## src/rtl/wrm_pkg.sv

```systemverilog
`timescale 1ns/1ps
package wrm_pkg;
    localparam int ADDR_W     = 34;
    localparam int LEN_W      = 8;
    localparam int DATA_W     = 144;
    localparam int MASK_W     = DATA_W / 8;
    localparam int GAP_CYC    = 5;
    localparam int DATA_LEAD  = 3;
    localparam int BEAT_DEPTH = 16;
    localparam int LEN_MIN    = 4;
    localparam int LEN_MAX    = 252;

    typedef struct packed {
        logic [ADDR_W-1:0] addr;
        logic [LEN_W-1:0]  len;
    } wr_job_t;

    typedef struct packed {
        logic [DATA_W-1:0] data;
        logic [MASK_W-1:0] mask;
    } wr_beat_t;

    localparam wr_beat_t IDLE_BEAT = '{data: '0, mask: '1};

    function automatic logic len_legal(input logic [LEN_W-1:0] l);
        return (l >= LEN_W'(LEN_MIN)) && (l <= LEN_W'(LEN_MAX));
    endfunction
endpackage

```

## src/rtl/wrm_req_ctrl.sv

```systemverilog
`timescale 1ns/1ps
module wrm_req_ctrl
    import wrm_pkg::*;
#(
    parameter int GAP = GAP_CYC
) (
    input  logic    clk,
    input  logic    rst,
    input  logic    job_valid,
    input  wr_job_t job_in,
    output logic    job_ready,
    input  logic    busy,
    output logic    req_o,
    output wr_job_t job_o,
    output logic    len_err_o
);
    localparam int CW = $clog2(GAP + 1);

    logic          pend_v;
    wr_job_t       pend;
    logic [CW-1:0] gap_cnt;
    logic          req_q;
    wr_job_t       job_q;
    logic          err_q;
    logic          take, accept, launch;

    assign job_ready = !pend_v;
    assign take      = job_valid && !pend_v;
    assign accept    = req_q && !busy;
    assign launch    = pend_v && !req_q && (gap_cnt <= CW'(1));

    always_ff @(posedge clk) begin
        if (rst) begin
            pend_v  <= 1'b0;
            pend    <= '0;
            gap_cnt <= '0;
            req_q   <= 1'b0;
            job_q   <= '0;
            err_q   <= 1'b0;
        end else begin
            if (take) begin
                if (len_legal(job_in.len)) begin
                    pend_v <= 1'b1;
                    pend   <= job_in;
                end else begin
                    err_q <= 1'b1;
                end
            end
            if (launch) begin
                pend_v <= 1'b0;
                req_q  <= 1'b1;
                job_q  <= pend;
            end
            if (accept) begin
                req_q   <= 1'b0;
                gap_cnt <= CW'(GAP - 1);
            end else if (gap_cnt != '0) begin
                gap_cnt <= gap_cnt - CW'(1);
            end
        end
    end

    assign req_o     = req_q;
    assign job_o     = job_q;
    assign len_err_o = err_q;
endmodule

```

## src/rtl/wrm_beat_fifo.sv

```systemverilog
`timescale 1ns/1ps
module wrm_beat_fifo
    import wrm_pkg::*;
#(
    parameter int DEPTH = BEAT_DEPTH
) (
    input  logic     clk,
    input  logic     rst,
    input  logic     push,
    input  wr_beat_t din,
    output logic     full,
    input  logic     pop,
    output wr_beat_t dout,
    output logic     empty
);
    localparam int AW    = (DEPTH > 1) ? $clog2(DEPTH) : 1;
    localparam int CNT_W = $clog2(DEPTH + 1);

    wr_beat_t         mem [DEPTH];
    logic [AW-1:0]    wp, rp;
    logic [CNT_W-1:0] count;
    logic             push_ok, pop_ok;

    assign full    = (count == CNT_W'(DEPTH));
    assign empty   = (count == '0);
    assign push_ok = push && !full;
    assign pop_ok  = pop && !empty;
    assign dout    = mem[rp];

    function automatic logic [AW-1:0] next_ptr(input logic [AW-1:0] p);
        return (p == AW'(DEPTH - 1)) ? '0 : p + AW'(1);
    endfunction

    always_ff @(posedge clk) begin
        if (push_ok) mem[wp] <= din;
    end

    always_ff @(posedge clk) begin
        if (rst) begin
            wp    <= '0;
            rp    <= '0;
            count <= '0;
        end else begin
            if (push_ok) wp <= next_ptr(wp);
            if (pop_ok)  rp <= next_ptr(rp);
            case ({push_ok, pop_ok})
                2'b10:   count <= count + CNT_W'(1);
                2'b01:   count <= count - CNT_W'(1);
                default: count <= count;
            endcase
        end
    end
endmodule

```

## src/rtl/wrm_data_pipe.sv

```systemverilog
`timescale 1ns/1ps
module wrm_data_pipe
    import wrm_pkg::*;
#(
    parameter int LEAD = DATA_LEAD
) (
    input  logic     clk,
    input  logic     rst,
    input  logic     load,
    input  wr_beat_t din,
    output wr_beat_t dout
);
    wr_beat_t stg [LEAD];

    always_ff @(posedge clk) begin
        if (rst) stg[0] <= IDLE_BEAT;
        else     stg[0] <= load ? din : IDLE_BEAT;
    end

    for (genvar i = 1; i < LEAD; i++) begin : g_stage
        always_ff @(posedge clk) begin
            if (rst) stg[i] <= IDLE_BEAT;
            else     stg[i] <= stg[i-1];
        end
    end

    assign dout = stg[LEAD-1];
endmodule

```

## src/rtl/wrm_write_master.sv

```systemverilog
`timescale 1ns/1ps
module wrm_write_master
    import wrm_pkg::*;
#(
    parameter int GAP   = GAP_CYC,
    parameter int LEAD  = DATA_LEAD,
    parameter int DEPTH = BEAT_DEPTH
) (
    input  logic              clk,
    input  logic              rst,
    input  logic              job_valid,
    input  logic [ADDR_W-1:0] job_addr,
    input  logic [LEN_W-1:0]  job_len,
    output logic              job_ready,
    input  logic              beat_valid,
    input  logic [DATA_W-1:0] beat_data,
    input  logic [MASK_W-1:0] beat_mask,
    output logic              beat_ready,
    input  logic              mc_busy,
    input  logic              mc_wreq_early,
    output logic              mc_wr_req,
    output logic [ADDR_W-1:0] mc_addr,
    output logic [LEN_W-1:0]  mc_burst,
    output logic [DATA_W-1:0] mc_wdata,
    output logic [MASK_W-1:0] mc_wmask,
    output logic              len_err,
    output logic              underrun
);
    wr_job_t  job_in, job_out;
    wr_beat_t beat_in, head, beat_out;
    logic     q_full, q_empty, pop, under_q;

    assign job_in  = '{addr: job_addr, len: job_len};
    assign beat_in = '{data: beat_data, mask: beat_mask};
    assign pop     = mc_wreq_early && !q_empty;

    wrm_req_ctrl #(.GAP(GAP)) u_req (
        .clk       (clk),
        .rst       (rst),
        .job_valid (job_valid),
        .job_in    (job_in),
        .job_ready (job_ready),
        .busy      (mc_busy),
        .req_o     (mc_wr_req),
        .job_o     (job_out),
        .len_err_o (len_err)
    );

    wrm_beat_fifo #(.DEPTH(DEPTH)) u_fifo (
        .clk   (clk),
        .rst   (rst),
        .push  (beat_valid),
        .din   (beat_in),
        .full  (q_full),
        .pop   (pop),
        .dout  (head),
        .empty (q_empty)
    );

    wrm_data_pipe #(.LEAD(LEAD)) u_pipe (
        .clk  (clk),
        .rst  (rst),
        .load (pop),
        .din  (head),
        .dout (beat_out)
    );

    always_ff @(posedge clk) begin
        if (rst)                           under_q <= 1'b0;
        else if (mc_wreq_early && q_empty) under_q <= 1'b1;
    end

    assign beat_ready = !q_full;
    assign mc_addr    = job_out.addr;
    assign mc_burst   = job_out.len;
    assign mc_wdata   = beat_out.data;
    assign mc_wmask   = beat_out.mask;
    assign underrun   = under_q;
endmodule

```

## config.mk

```make
export PLATFORM = sky130hd
export DESIGN_NAME = wrm_write_master
export DESIGN_NICKNAME = d
export VERILOG_FILES = /design/src/rtl/wrm_pkg.sv /design/src/rtl/wrm_req_ctrl.sv /design/src/rtl/wrm_beat_fifo.sv /design/src/rtl/wrm_data_pipe.sv /design/src/rtl/wrm_write_master.sv
export SDC_FILE = /design/constraint.sdc
export NUM_CORES = 2
export LEC_CHECK = 0
export BUFFER_PORTS_ARGS = -buffer_cell sky130_fd_sc_hd__buf_2
export CAP_MARGIN = 10
export CORE_MARGIN = 10
export CORE_UTILIZATION = 45
export DETAILED_ROUTE_END_ITERATION = 12
export PLACE_DENSITY = 0.61
export SLEW_MARGIN = 20
export SYNTH_ARGS = -nofsm -noshare
export SYNTH_HDL_FRONTEND = slang
export SYNTH_HIERARCHICAL = 1
export SYNTH_SLANG_ARGS = --single-unit
```

## constraint.sdc

```tcl
create_clock -name clk -period 19.25 [get_ports clk]
set_clock_uncertainty 0.2 [all_clocks]
set_input_delay 1.925 -clock clk [delete_from_list [all_inputs] [get_ports clk]]
set_output_delay 1.925 -clock clk [all_outputs]
set_load 0.02 [all_outputs]
```

==> results.py <==
metrics = {
    "critical_path": {
        "crit_path_end": "u_fifo/mem[9][131]",
        "setup.worst_path.start": "beat_valid",
        "cp.depth": 7,
        "cp_cell_sequence": "buf_2 -> o21a_1 -> nand2_1 -> nor2_4 -> buf_4 -> buf_4 -> buf_4",
        "ff2ff_setup_slack_ps": 13880,
        "timing.critical_path.buf_inv": 4,
        "worst_setup_path_start_kind": "input port",
        "cp-end-kind": "flip-flop",
        "arrival_ps": 5720,
        "cpLargestDelayFamily": "buffers and inverters",
        "worst_r2r_endpoint": "u_pipe/stg[0][130]",
        "cpMostUsedCell": "buf_4",
        "cp.required_ps": 19570,
        "max_stage_delay_ps": 760,
        "critical_path_class": "in2reg",
        "crit_path_max_fanout": 41,
        "ff2ff_path_depth": 7,
        "critPathSlowestCell": "buf_4",
    },
    "placement": {
        "placedInstanceArea_um2": 121000,
        "routabilityCongestion": 0.745,
        "port_buffers": 418,
        "dp_hpwl_um": 144000,
    },
    "sta": {
        "min_period_over_period": 0.281,
        "final_hold_viol_count": 0,
        "tns_ps": 0,
        "relSlewSlack": 0.239,
        "fmax_ghz": 0.185,
        "rsz0062_at_grt": "false",
        "finalSetupViolCount": 0,
        "final_max_slew_viol_count": 0,
        "period_needed_ps": 5400,
        "worst_pin_slew_ps": 1140,
    },
    "global_route": {
        "antenna_found_initial": 109,
        "grt_pass1_wl_um": 406000,
        "grt_overflow": 0,
        "grt_usage": 0.197,
        "first_global_vias": 56800,
        "grt_max_degree": 135,
    },
    "yosys": {
        "yosys.area.top_type": "edfxtp_1",
        "synth_edf_count": 2592,
        "ys.warnings.count": 6,
        "synth_commonest_cells": "edfxtp_1, mux4_2, dfxtp_1",
        "synth_area_leaders": "edfxtp_1, mux4_2, dfxtp_1",
        "synthMostInstantiatedCell": "edfxtp_1",
        "synth_area_um2": 116000,
        "avgSynthCellArea_um2": 20.9,
        "synth_flop_cell": "edfxtp_1",
        "netlist.area_leader.share": 0.674,
        "ys_types": 52,
        "async_flop_share": 0,
        "synthCells": 5519,
        "ys_ff_latch": 3186,
        "seq_area_frac_synth": 0.777,
        "syn-num-nets": 5741,
    },
    "cts": {
        "cts_buffer_depth": 4,
        "post_cts_resized": 0,
        "clk_latency_ps": 950,
        "cts_tree": "built",
        "cts_setup_buffers": 0,
        "cts-buffers-inserted": 340,
        "clkTransAtPathRegs_ps": 60,
        "cts_sinks": 3186,
        "clock_tree.root_cell": "clkbuf_16",
        "cts-hold-fix-buffers": 0,
        "ctsHtreeMaxLevel": 5,
    },
    "die": {
        "die_h_um": 527,
        "core_area_um2": 255000,
        "dieArea_um2": 277000,
        "die_width_um": 527,
        "num_rows": 185,
        "io_pins": 419,
        "start_util": 0.453,
    },
    "power_and_ir_drop": {
        "p_leak_nw": 43.2,
        "ir_drop_v": 0.0000881,
        "power-per-cell-area_nw_per_um2": 121,
    },
    "routing": {
        "wire_per_inst_um": 28.8,
        "drt_wl_total_um": 280000,
        "drc": 0,
        "first_pass_iters": 5,
        "via_count": 55700,
        "drt_iter0_markers": 5065,
        "ant_nets": 0,
        "avgViaCountPerCell": 5.73,
    },
    "layout": {
        "fillers": 19900,
        "design_area_um2": 133000,
        "syn_to_final_growth_pct": 14.9,
        "nets": 6285,
        "drive_gt1_frac": 0.286,
    },
    "worst_hold_path": {
        "hold_class": "reg2reg",
    },
    "flow_run": {
        "cap_violations": 0,
    },
    "outcome": {
        "status": "finished clean",
    },
}
==> layout make-up <==
cell class,count,area (um2),share of cell area
Tap cell,3366,4210,0.0317
Antenna cell,21,52.6,0.000396
Timing Repair Buffer,524,3120,0.0235
Clock inverter,130,1660,0.0125
Inverter,13,56.3,0.000424
Sequential cell,3186,89700,0.676
Clock buffer,477,9600,0.0724
Multi-Input combinational cell,1998,24300,0.183
==> registers in the layout (all words and copies together), names as in the netlist, 3 cells and up, named ones only <==
| name | flops |
|---|---|
| u_fifo/rp | 4 |
| u_fifo/wp | 4 |
| u_fifo/count | 5 |
| u_pipe/stg | 486 |
| u_req/job_o | 42 |
| u_req/pend | 42 |
| u_req/gap_cnt | 3 |
| u_fifo/mem | 2592 |
==> per-stage QoR <==
step / instances / hold WS [ps] / util / power (mW) / setup WS [ps]
after CTS: 9694 / 190 / 0.520 / 16.3 / 13770
after global placement: 9085 / 191 / 0.476 / 9.70 / 12940
after detailed placement: 9087 / 195 / 0.476 / 9.72 / 12900
after global routing: 9703 / 216 / 0.521 / 16.7 / 13640
after floorplan: 5519 / 183 / - / 9.24 / 4950
final: 9715 / 196 / 0.521 / 16.1 / 13850
==> worst min path at each step <==
stage / from / end / slack (ps) / depth (start not counted)
3_5_place_dp: u_pipe/stg[0][4] / u_pipe/stg[1][4] / 190 / 1
6_report: u_pipe/stg[1][5] / u_pipe/stg[2][5] / 200 / 1
2_1_floorplan: u_pipe/stg[0][0] / u_pipe/stg[1][0] / 180 / 1
5_1_grt: u_pipe/stg[1][5] / u_pipe/stg[2][5] / 220 / 1
3_3_place_gp: u_pipe/stg[0][8] / u_pipe/stg[1][8] / 190 / 1
4_1_cts: u_pipe/stg[1][5] / u_pipe/stg[2][5] / 190 / 1
==> logic make-up after synthesis <==
kind of cell               Yosys count  synth area share
DFF                               3186             0.777
muxes                              816             0.145
and+or+nand+nor                    778            0.0412
AOI/OAI and AO/OA                  385            0.0211
buffers and inverters              335            0.0143
adders and majority gates           12           0.00130
xor gates and xnor gates             7          0.000531
==> power breakdown <==
group          leakage, nW  total (mW)  switching, mW  internal, mW
clock network         5.51        6.56           2.59          3.97
registers             28.2        7.76         0.0971          7.66
logic                 9.45        1.78          0.918         0.859
total                 43.2        16.1           3.61          12.5
==> cells in the final DEF (no fill, tap or decap), types with 21 or more instances in the layout <==
cell       synthesis  layout
mux4_2           677     677
o21ai_0           23      23
and3b_1          144     144
clkbuf_8           0      36
clkbuf_1         127      88
o22ai_1           40      40
buf_2            138     417
a211oi_1          59      59
mux2_2            78      78
diode_2            0      21
clkinv_1           0      30
buf_4             27      88
a21oi_1          177     177
dfxtp_1          594     590
clkinv_2           0      43
edfxtp_1        2592    2592
or2_1             36      36
nor2b_1          350     349
nand2_1          176     176
mux2i_1           61      61
a221o_1           38      38
clkbuf_16          0     350
bufinv_16          0      37
==> worst reg2reg max path, stage by stage, from the launching register on <==
cell and delay, ps:
dfxtp_4 610, buf_12 590, buf_4 920, buf_4 910
buf_4 820, mux4_2 530, mux4_2 480, and3b_1 190
==> metal layers <==
layer / track usage / routed length, um
met1: 0.281 / 120000
met2: 0.307 / 131000
met3: 0.0452 / 20600
met4: 0.0560 / 7460
met5: 0 / 506
Note: power is estimated with default switching activity, not from simulation.
